**src/rtl/fsk_port_pkg.sv**
```systemverilog
package fsk_port_pkg;

    typedef enum logic [1:0] {
        RX_IDLE  = 2'd0,
        RX_START = 2'd1,
        RX_DATA  = 2'd2,
        RX_STOP  = 2'd3
    } rx_state_e;

endpackage

```
**src/rtl/fsk_tick_gen.sv**
```systemverilog
module fsk_tick_gen #(
    parameter int DIV = 6510
) (
    input  logic clk,
    input  logic rst_n,
    input  logic clr,
    output logic tick
);
    localparam int W = (DIV > 2) ? $clog2(DIV) : 1;

    logic [W-1:0] cnt_d, cnt_q;

    always_comb begin
        tick  = (cnt_q == W'(DIV - 1));
        cnt_d = tick ? '0 : cnt_q + W'(1);
        if (clr) cnt_d = '0;
    end

    always_ff @(posedge clk or negedge rst_n) begin
        if (!rst_n) cnt_q <= '0;
        else        cnt_q <= cnt_d;
    end
endmodule

```
**src/rtl/fsk_sync.sv**
```systemverilog
module fsk_sync #(
    parameter int   STAGES  = 2,
    parameter logic RST_VAL = 1'b0
) (
    input  logic clk,
    input  logic rst_n,
    input  logic din,
    output logic q,
    output logic q_prev
);
    logic [STAGES:0] sh_d, sh_q;

    always_comb begin
        sh_d   = {sh_q[STAGES-1:0], din};
        q      = sh_q[STAGES-1];
        q_prev = sh_q[STAGES];
    end

    always_ff @(posedge clk or negedge rst_n) begin
        if (!rst_n) sh_q <= {(STAGES+1){RST_VAL}};
        else        sh_q <= sh_d;
    end
endmodule

```
**src/rtl/fsk_framer.sv**
```systemverilog
module fsk_framer
    import fsk_port_pkg::*;
#(
    parameter int OSR   = 16,
    parameter int NDATA = 8
) (
    input  logic             clk,
    input  logic             rst_n,
    input  logic             en,
    input  logic             tick,
    input  logic             rx,
    input  logic             rx_prev,
    output logic             start_ok,
    output logic             frame_done,
    output logic [NDATA:0]   frame
);
    localparam int TW  = $clog2(OSR);
    localparam int BW  = $clog2(NDATA + 1);
    localparam int MID = OSR / 2 - 1;
    localparam int LST = OSR - 1;

    typedef struct packed {
        rx_state_e        st;
        logic [TW-1:0]    tcnt;
        logic [BW-1:0]    nbit;
        logic [NDATA-1:0] data;
    } fr_regs_t;

    fr_regs_t r_d, r_q;

    always_comb begin
        r_d        = r_q;
        start_ok   = 1'b0;
        frame_done = 1'b0;
        frame      = {rx, r_q.data};
        if (!en) begin
            r_d.st   = RX_IDLE;
            r_d.tcnt = '0;
            r_d.nbit = '0;
        end else begin
            case (r_q.st)
                RX_IDLE: begin
                    if (rx_prev && !rx) begin
                        r_d.st   = RX_START;
                        r_d.tcnt = '0;
                    end
                end
                RX_START: begin
                    if (tick) begin
                        if (r_q.tcnt == TW'(MID)) begin
                            r_d.tcnt = '0;
                            r_d.nbit = '0;
                            if (!rx) begin
                                r_d.st   = RX_DATA;
                                start_ok = 1'b1;
                            end else begin
                                r_d.st = RX_IDLE;
                            end
                        end else begin
                            r_d.tcnt = r_q.tcnt + TW'(1);
                        end
                    end
                end
                RX_DATA: begin
                    if (tick) begin
                        r_d.tcnt = r_q.tcnt + TW'(1);
                        if (r_q.tcnt == TW'(LST)) begin
                            r_d.data = {rx, r_q.data[NDATA-1:1]};
                            r_d.nbit = r_q.nbit + BW'(1);
                            if (r_q.nbit == BW'(NDATA - 1)) r_d.st = RX_STOP;
                        end
                    end
                end
                RX_STOP: begin
                    if (tick) begin
                        r_d.tcnt = r_q.tcnt + TW'(1);
                        if (r_q.tcnt == TW'(LST)) begin
                            frame_done = 1'b1;
                            r_d.st     = RX_IDLE;
                        end
                    end
                end
                default: r_d.st = RX_IDLE;
            endcase
        end
    end

    always_ff @(posedge clk or negedge rst_n) begin
        if (!rst_n) begin
            r_q.st   <= RX_IDLE;
            r_q.tcnt <= '0;
            r_q.nbit <= '0;
            r_q.data <= '0;
        end else begin
            r_q <= r_d;
        end
    end
endmodule

```
**src/rtl/fsk_serial_port.sv**
```systemverilog
module fsk_serial_port #(
    parameter int CLK_PER_TICK = 6510,
    parameter int OSR          = 16,
    parameter int NDATA        = 8,
    parameter int SYNC_STAGES  = 2
) (
    input  logic clk,
    input  logic rst_n,
    input  logic mode_buf,
    input  logic ctl_a,
    input  logic ctl_b,
    input  logic rx_in,
    input  logic host_clk,
    output logic data_out,
    output logic ready_n
);
    localparam int PW = $clog2(NDATA + 2);

    typedef struct packed {
        logic [NDATA:0]  sbuf;
        logic [PW-1:0]   pos;
        logic            out;
        logic            rdy_n;
    } port_regs_t;

    port_regs_t p_d, p_q;

    logic pdown, en, tick;
    logic rx_s, rx_s_prev, hc_s, hc_s_prev, hc_rise, hc_fall;
    logic start_ok, frame_done;
    logic [NDATA:0] frame;
    logic [PW-1:0]  nxt;

    assign pdown   = mode_buf & ~ctl_a & ~ctl_b;
    assign en      = mode_buf & ~pdown;
    assign hc_rise = hc_s & ~hc_s_prev;
    assign hc_fall = ~hc_s & hc_s_prev;
    assign nxt     = p_q.pos + PW'(1);

    fsk_tick_gen #(.DIV(CLK_PER_TICK)) u_tick (
        .clk(clk), .rst_n(rst_n), .clr(~en), .tick(tick)
    );

    fsk_sync #(.STAGES(SYNC_STAGES), .RST_VAL(1'b1)) u_rx_sync (
        .clk(clk), .rst_n(rst_n), .din(rx_in), .q(rx_s), .q_prev(rx_s_prev)
    );

    fsk_sync #(.STAGES(SYNC_STAGES), .RST_VAL(1'b0)) u_hc_sync (
        .clk(clk), .rst_n(rst_n), .din(host_clk), .q(hc_s), .q_prev(hc_s_prev)
    );

    fsk_framer #(.OSR(OSR), .NDATA(NDATA)) u_framer (
        .clk(clk), .rst_n(rst_n), .en(en), .tick(tick),
        .rx(rx_s), .rx_prev(rx_s_prev),
        .start_ok(start_ok), .frame_done(frame_done), .frame(frame)
    );

    always_comb begin
        p_d = p_q;
        if (!en) begin
            p_d.sbuf  = '1;
            p_d.pos   = PW'(NDATA + 1);
            p_d.out   = 1'b1;
            p_d.rdy_n = 1'b1;
        end else if (frame_done) begin
            p_d.sbuf  = frame;
            p_d.pos   = '0;
            p_d.out   = frame[0];
            p_d.rdy_n = 1'b0;
        end else begin
            if (hc_rise || start_ok) p_d.rdy_n = 1'b1;
            if (hc_fall && p_q.pos <= PW'(NDATA)) begin
                p_d.pos = nxt;
                p_d.out = (nxt <= PW'(NDATA)) ? p_q.sbuf[nxt] : 1'b1;
            end
        end
    end

    always_ff @(posedge clk or negedge rst_n) begin
        if (!rst_n) begin
            p_q.sbuf  <= '1;
            p_q.pos   <= PW'(NDATA + 1);
            p_q.out   <= 1'b1;
            p_q.rdy_n <= 1'b1;
        end else begin
            p_q <= p_d;
        end
    end

    assign data_out = pdown ? 1'b1 : (mode_buf ? p_q.out : rx_in);
    assign ready_n  = ~en | p_q.rdy_n;
endmodule

```
**config.mk**
```make
export PLATFORM = sky130hd
export DESIGN_NAME = fsk_serial_port
export DESIGN_NICKNAME = d
export VERILOG_FILES = /design/src/rtl/fsk_port_pkg.sv /design/src/rtl/fsk_tick_gen.sv /design/src/rtl/fsk_sync.sv /design/src/rtl/fsk_framer.sv /design/src/rtl/fsk_serial_port.sv
export SDC_FILE = /design/constraint.sdc
export NUM_CORES = 1
export LEC_CHECK = 0
export BUFFER_PORTS_ARGS = -buffer_cell sky130_fd_sc_hd__buf_2
export CAP_MARGIN = 20
export CORE_MARGIN = 2
export CORE_UTILIZATION = 61
export CTS_BUF_LIST = sky130_fd_sc_hd__clkbuf_4 sky130_fd_sc_hd__clkbuf_8
export CTS_CLUSTER_SIZE = 14
export DETAILED_ROUTE_END_ITERATION = 10
export PLACE_DENSITY = 0.78
export SYNTH_ARGS = -nofsm -noshare
export SYNTH_HDL_FRONTEND = slang
export SYNTH_HIERARCHICAL = 1
export SYNTH_SLANG_ARGS = --single-unit
```
**constraint.sdc**
```tcl
create_clock -name clk -period 3.6 [get_ports clk]
set_clock_uncertainty 0.15 [all_clocks]
set_input_delay 0.72 -clock clk [delete_from_list [all_inputs] [get_ports clk]]
set_output_delay 0.72 -clock clk [all_outputs]
set_load 0.02 [all_outputs]
```
==> run metrics, run 1 <==
status finished clean; antenna viol nets, final 0; critical path's top delay family simple AND/OR/NAND/NOR gates; Iter 0 DRT Violations 161; Final Routed Wirelength 4790 µm; routed vias 1,859; Worst Tran Pin Value 740 ps; Fin. Hold Viols 0; Worst path max stage delay 660 ps; clock sink count 52; TritonCTS clock tree done; Synth async-reset ratio 1.00; final global-route overflow total 0; CP max-delay cell and3_1; Yosys warnings 6; sum of negative setup slack 0 ps; Critical Path Sink Type flip-flop; post-route core utilization 0.672; Leak Pwr 1.23 nW; htree depth 2; largest net degree at the start of global routing 49; synthesis-to-layout area growth 5.98%; Clock Path Buffers 2; max-cap violations 0; worst-path cell chain or4b_4, nor4_1, buf_4, and2_1, and3_1, a21oi_1, o31a_1, o31ai_1; Antenna Diode Count 0; port bufs 8; worst r2r src u_tick/cnt_q[9]; Worst setup SP type flip-flop; Die ar. 0.00508 mm²; Global Route Usage Sum 0.212; Post-CTS Resized 0; WS Path Type reg2reg; RSZ-0062 raised after global routing false; post-route minimum period 3010 ps; Critical Path Fanout Max 17; Max Fclk 332 MHz; vias in the first global route 1,816; commonest cells after routing, fill and taps aside dfrtp_1 (36), nand2_1 (22), dfstp_2 (16); routed len/inst 15.8 µm; final slew viol count 0; setup violators final 0; #FFs+latches synth 52; routability cong. 0.770; placed wire-length estimate 3330 µm; Synth cell types 58; initial antenna violation count 0; Tot Pwr 0.00112 W; fraction of layout cells with a size suffix above 1 0.218; critical path buffer and inverter count 1; Worst EP arrival 3080 ps; die height 71.3 µm; mapped cell area 0.00276 mm²; Hold Crit Class in2async; initial core utilization 0.634; crit share post-route 0.835; main flop type after synthesis dfrtp_1; Setup Fix Bufs, Post-CTS 0; power per standard cell area 383 mW/mm²; number of flops mapped to enable cells by yosys 0; sequential share of the synthesized area 0.478; clk slew on worst S/H paths 90 ps; Peak supply drop 0.436 mV; Rows 24; commonest non-fill, non-tap cell in the layout dfrtp_1; Residual DRC 0; fin nets 264; I/O pins 9; Via density 6.12; clk_lat worst skew 300 ps; Slew HR 0.505; Syn Nets 262; first-pass GRT wire length 8420 µm; DR pass1 iterations 4; reg2reg path depth 8; clock root cell clkbuf_8; cts hold-fix bufs 0; Core ar. 0.00435 mm²; Synth Instances 249; reg2reg setup slack 590 ps; Die Width 71.3 µm; Worst Path Required 3670 ps; Avg Inst Size Synth 11.1 µm²; Critical R2R Capture p_q[1]; Crit path depth 8; TritonCTS Buffers 5
==> worst max-delay path by stage <==
| stage | from | end | slack (ps) |
|---|---|---|---|
| CTS | u_tick/cnt_q[9] | p_q[1] | 580 |
| global placement | u_tick/cnt_q[7] | p_q[1] | 670 |
| detailed placement | u_tick/cnt_q[7] | p_q[1] | 600 |
| floorplan | u_tick/cnt_q[7] | p_q[7] | 500 |
| global route | u_tick/cnt_q[7] | p_q[1] | 420 |
| finish | u_tick/cnt_q[9] | p_q[1] | 590 |
==> state kept, by name, indices dropped and copies added, names as in the netlist <==
register	count
u_framer/r_q	10
p_q	15
u_rx_sync/sh_q	3
u_framer/frame	8
u_tick/cnt_q	13
u_hc_sync/sh_q	3
==> cells in the mapped netlist (3+ instances only) <==
master,instances,share of area
or4_1,6,0.016
xnor2_1,5,0.016
mux2i_1,10,0.036
o22ai_1,5,0.011
o31ai_1,6,0.016
o21ai_0,10,0.018
nand2_1,22,0.030
nand4_1,6,0.014
nand2b_1,5,0.011
nor3_1,3,0.0054
dfstp_2,16,0.15
o211ai_1,4,0.011
clkbuf_1,3,0.0041
buf_4,9,0.024
a21oi_1,11,0.020
inv_1,11,0.015
xor2_1,4,0.013
nor2_1,6,0.0082
ha_1,6,0.027
mux2_4,6,0.033
dfrtp_1,36,0.33
buf_6,3,0.012
nand3_1,9,0.016
==> layout make-up <==
| type | instances | area, µm² |
|---|---|---|
| clock buffers | 6 | 76.3 |
| clock inverters | 2 | 60.1 |
| fillers | 338 | 1430 |
| inverters | 11 | 41.3 |
| multi-input cells | 168 | 1270 |
| flip-flops and latches | 52 | 1320 |
| well taps | 52 | 65.1 |
| repair buffers | 13 | 90.1 |
==> cell families after synthesis <==
logic type / after synthesis / synth area share
and+or+nand+nor: 84 / 0.188
AOI/OAI and AO/OA: 48 / 0.118
adders and majority gates: 6 / 0.0272
muxes: 21 / 0.100
buffers and inverters: 29 / 0.0607
xor gates and xnor gates: 9 / 0.0285
DFF: 52 / 0.478
==> per-layer routing <==
metal / GRT usage / part of all wire / vias to the layer above / wire, µm
li1: - / - / 910 / -
met1: 0.297 / 0.47 / 927 / 2240
met2: 0.340 / 0.50 / 18 / 2410
met3: 0.0422 / 0.022 / 4 / 106
met4: 0.0608 / 0.0065 / 0 / 31
met5: 0 / 0 / - / 0
==> through the flow <==
stage	area [µm²]	std cells	hold slack (ps)	setup slack, ps
5_1_grt	2930	304	72.6	416
3_3_place_gp	2770	295	184	674
2_1_floorplan	2760	249	181	499
4_1_cts	2910	303	211	578
3_5_place_dp	2770	295	197	596
6_report	2930	304	87.5	592
==> report_power, final <==
part	switching [W]	leakage [nW]	internal, W
clock	0.000186	0.0688	0.000285
combinational	0.0000307	0.499	0.0000188
sequential	0.00000790	0.662	0.000592
No activity file was read; power rests on OpenSTA's default activity.
==> inputs of run 2 (changes only) <==
- clock period: 3.6 -> 2.85 ns (I/O delays scaled with it)
==> run 2 against run 1 <==
  * Non-clock buffer count is the same
  * Via count rose by 0.70%
  * Critical path depth unchanged
  * Largest cell class unchanged
  * Critical endpoint unchanged
  * Clock power decreased by 10%
  * Final area decreased by 1.7%
  * Count of clock-buffer cells in the layout rose by 1
  * First-iteration DRC count up 5.0%
  * Critical path type unchanged
  * Register-to-register slack worse by 290 ps
  * Die area is the same
  * Power rose by 11%
  * Global-route usage up 0.55 points
==> run metrics, run 2 (same netlist as run 1, synthesis figures left out) <==
status finished clean (unchanged); Net Switching 0.000279 W (was 0.000225 W); placed insts 296 (was 295); post-route cell area 0.00288 mm² (was 0.00293 mm²); fraction of layout cells with a size suffix above 1 0.222 (was 0.218); Non-Filler Instances 304 (unchanged); Slew HR 0.501 (was 0.505); largest net degree at the start of global routing 27 (was 49); Worst setup SP type flip-flop (unchanged); final slew viol count 0 (unchanged); setup violators final 0 (unchanged); Clk pwr share 0.342 (was 0.421); sum of negative setup slack 0 ps (unchanged); initial antenna violation count 0 (unchanged); TritonCTS clock tree done (unchanged); max reg flops 15 (unchanged); Worst Tran Pin Value 746 ps (was 740 ps); WS Path Type reg2reg (unchanged); clk_lat worst skew 300 ps (about the same); htree depth 2 (unchanged); antenna viol nets, final 0 (unchanged); RSZ-0062 raised after global routing false (unchanged); crit path launch u_tick/cnt_q[7] (was u_tick/cnt_q[9]); reg2reg path depth 8 (unchanged); commonest non-fill, non-tap cell in the layout dfrtp_1 (unchanged); Global Route Usage Sum 0.218 (was 0.212); Worst Path Required 2920 ps (was 3670 ps); TritonCTS Buffers 5 (unchanged); Leak Pwr 1.21 nW (was 1.23 nW); Post-DP Area 0.00279 mm² (was 0.00277 mm²); commonest cells after routing, fill and taps aside dfrtp_1 (36), nand2_1 (22), dfstp_2 (16) (unchanged); Final Routed Wirelength 4910 µm (was 4790 µm); Critical R2R Capture p_q[1] (unchanged); crit share post-route 0.895 (was 0.835); routability cong. 0.803 (was 0.770); Most flops, register p_q (unchanged); Via density 6.16 (was 6.12); final global-route overflow total 0 (unchanged); clock sink count 52 (unchanged); Clock Path Buffers 2 (unchanged); Final WS setup 299 ps (was 592 ps); Net Sw Frac 0.225 (was 0.201); Hold Crit Class in2async (unchanged); die height 71.3 µm (unchanged); clock root cell clkbuf_8 (unchanged); Peak supply drop 0.264 mV (was 0.436 mV); Residual DRC 0 (unchanged); routed len/inst 16.2 µm (was 15.8 µm); Core ar. 0.00435 mm² (unchanged); Fin. Hold Viols 0 (unchanged); Worst EP arrival 2620 ps (was 3080 ps); first-pass GRT wire length 8760 µm (was 8420 µm); initial core utilization 0.634 (unchanged); port bufs 8 (unchanged); Critical Path Fanout Max 17 (unchanged); top flop regs p_q: 15 flops, u_tick/cnt_q: 13 flops, u_framer/r_q: 10 flops (unchanged); fin nets 264 (unchanged); reg2reg setup slack 300 ps (was 590 ps); synthesis-to-layout area growth 4.17% (was 5.98%); post-route minimum period 2550 ps (was 3010 ps); I/O pins 9 (unchanged); Critical Path Sink p_q[1] (unchanged); clk slew on worst S/H paths 90 ps (about the same); Post-CTS Resized 0 (unchanged); Rows 24 (unchanged); vias in the first global route 1,837 (was 1,816); Antenna Diode Count 0 (unchanged); routed vias 1,872 (was 1,859); Setup Fix Bufs, Post-CTS 0 (unchanged); cts hold-fix bufs 0 (unchanged); Die Width 71.3 µm (unchanged); placed wire-length estimate 3470 µm (was 3330 µm); DR pass1 iterations 4 (unchanged); max-cap violations 0 (unchanged); Critical Path Sink Type flip-flop (unchanged); Combinational Power Share 0.049 (was 0.044); worst r2r src u_tick/cnt_q[7] (was u_tick/cnt_q[9]); share of power burned in registers 0.609 (was 0.535); internal power 0.000964 W (was 0.000896 W); power per standard cell area 432 mW/mm² (was 383 mW/mm²); Iter 0 DRT Violations 169 (was 161); dpl ws 306 ps (was 596 ps); Max Fclk 392 MHz (was 332 MHz); Die ar. 0.00508 mm² (unchanged)
## run 2: stage by stage
stage	util	hold slack, ps	power, W
5_1_grt	0.661	26.5	0.00129
2_1_floorplan	-	124	0.000804
3_3_place_gp	0.640	184	0.000832
3_5_place_dp	0.640	189	0.000833
4_1_cts	0.661	10.7	0.00126
6_report	0.661	5.35	0.00124
## run 2: worst max-delay path, stage by stage, from the launching register on
cell and delay [ps]:
dfrtp_1 430, or4b_4 580, nor4_2 310, and2_1 260, and3_1 170, buf_4 240, a21oi_1 130, o31a_1 130
o31ai_1 70
## run 2: routing by layer
layer / global-route usage / routed length, µm / up-vias
li1: - / - / 899
met1: 0.327 / 2380 / 927
met2: 0.326 / 2260 / 39
met3: 0.0422 / 223 / 7
met4: 0.0608 / 52 / 0
met5: 0 / 0 / -
## run 2: how the worst min path moves through the flow
stage / to / cells past startpoint
4_1_cts: u_hc_sync/sh_q[2] / 1
6_report: u_hc_sync/sh_q[2] / 1
3_3_place_gp: u_hc_sync/sh_q[1] / 0
2_1_floorplan: p_q[3] / 0
3_5_place_dp: u_hc_sync/sh_q[1] / 0
5_1_grt: p_q[3] / 1
## run 2: final cells by class
class | count | area (µm²)
multi-input cells | 168 | 1280
fillers | 332 | 1480
inverters | 11 | 41.3
well taps | 52 | 65.1
repair buffers | 13 | 77.6
flip-flops and latches | 52 | 1320
clock buffers | 7 | 83.8
clock inverters | 1 | 8.76
## run 2: power groups by stage
| stage | registers, W | clock network, W | logic (W) |
|---|---|---|---|
| 2_1_floorplan | 0.000767 | 0 | 0.0000369 |
| 3_3_place_gp | 0.000771 | 0 | 0.0000608 |
| 3_5_place_dp | 0.000771 | 0 | 0.0000621 |
| 4_1_cts | 0.000758 | 0.000438 | 0.0000622 |
| 5_1_grt | 0.000759 | 0.000460 | 0.0000700 |
| 6_report | 0.000757 | 0.000425 | 0.0000607 |
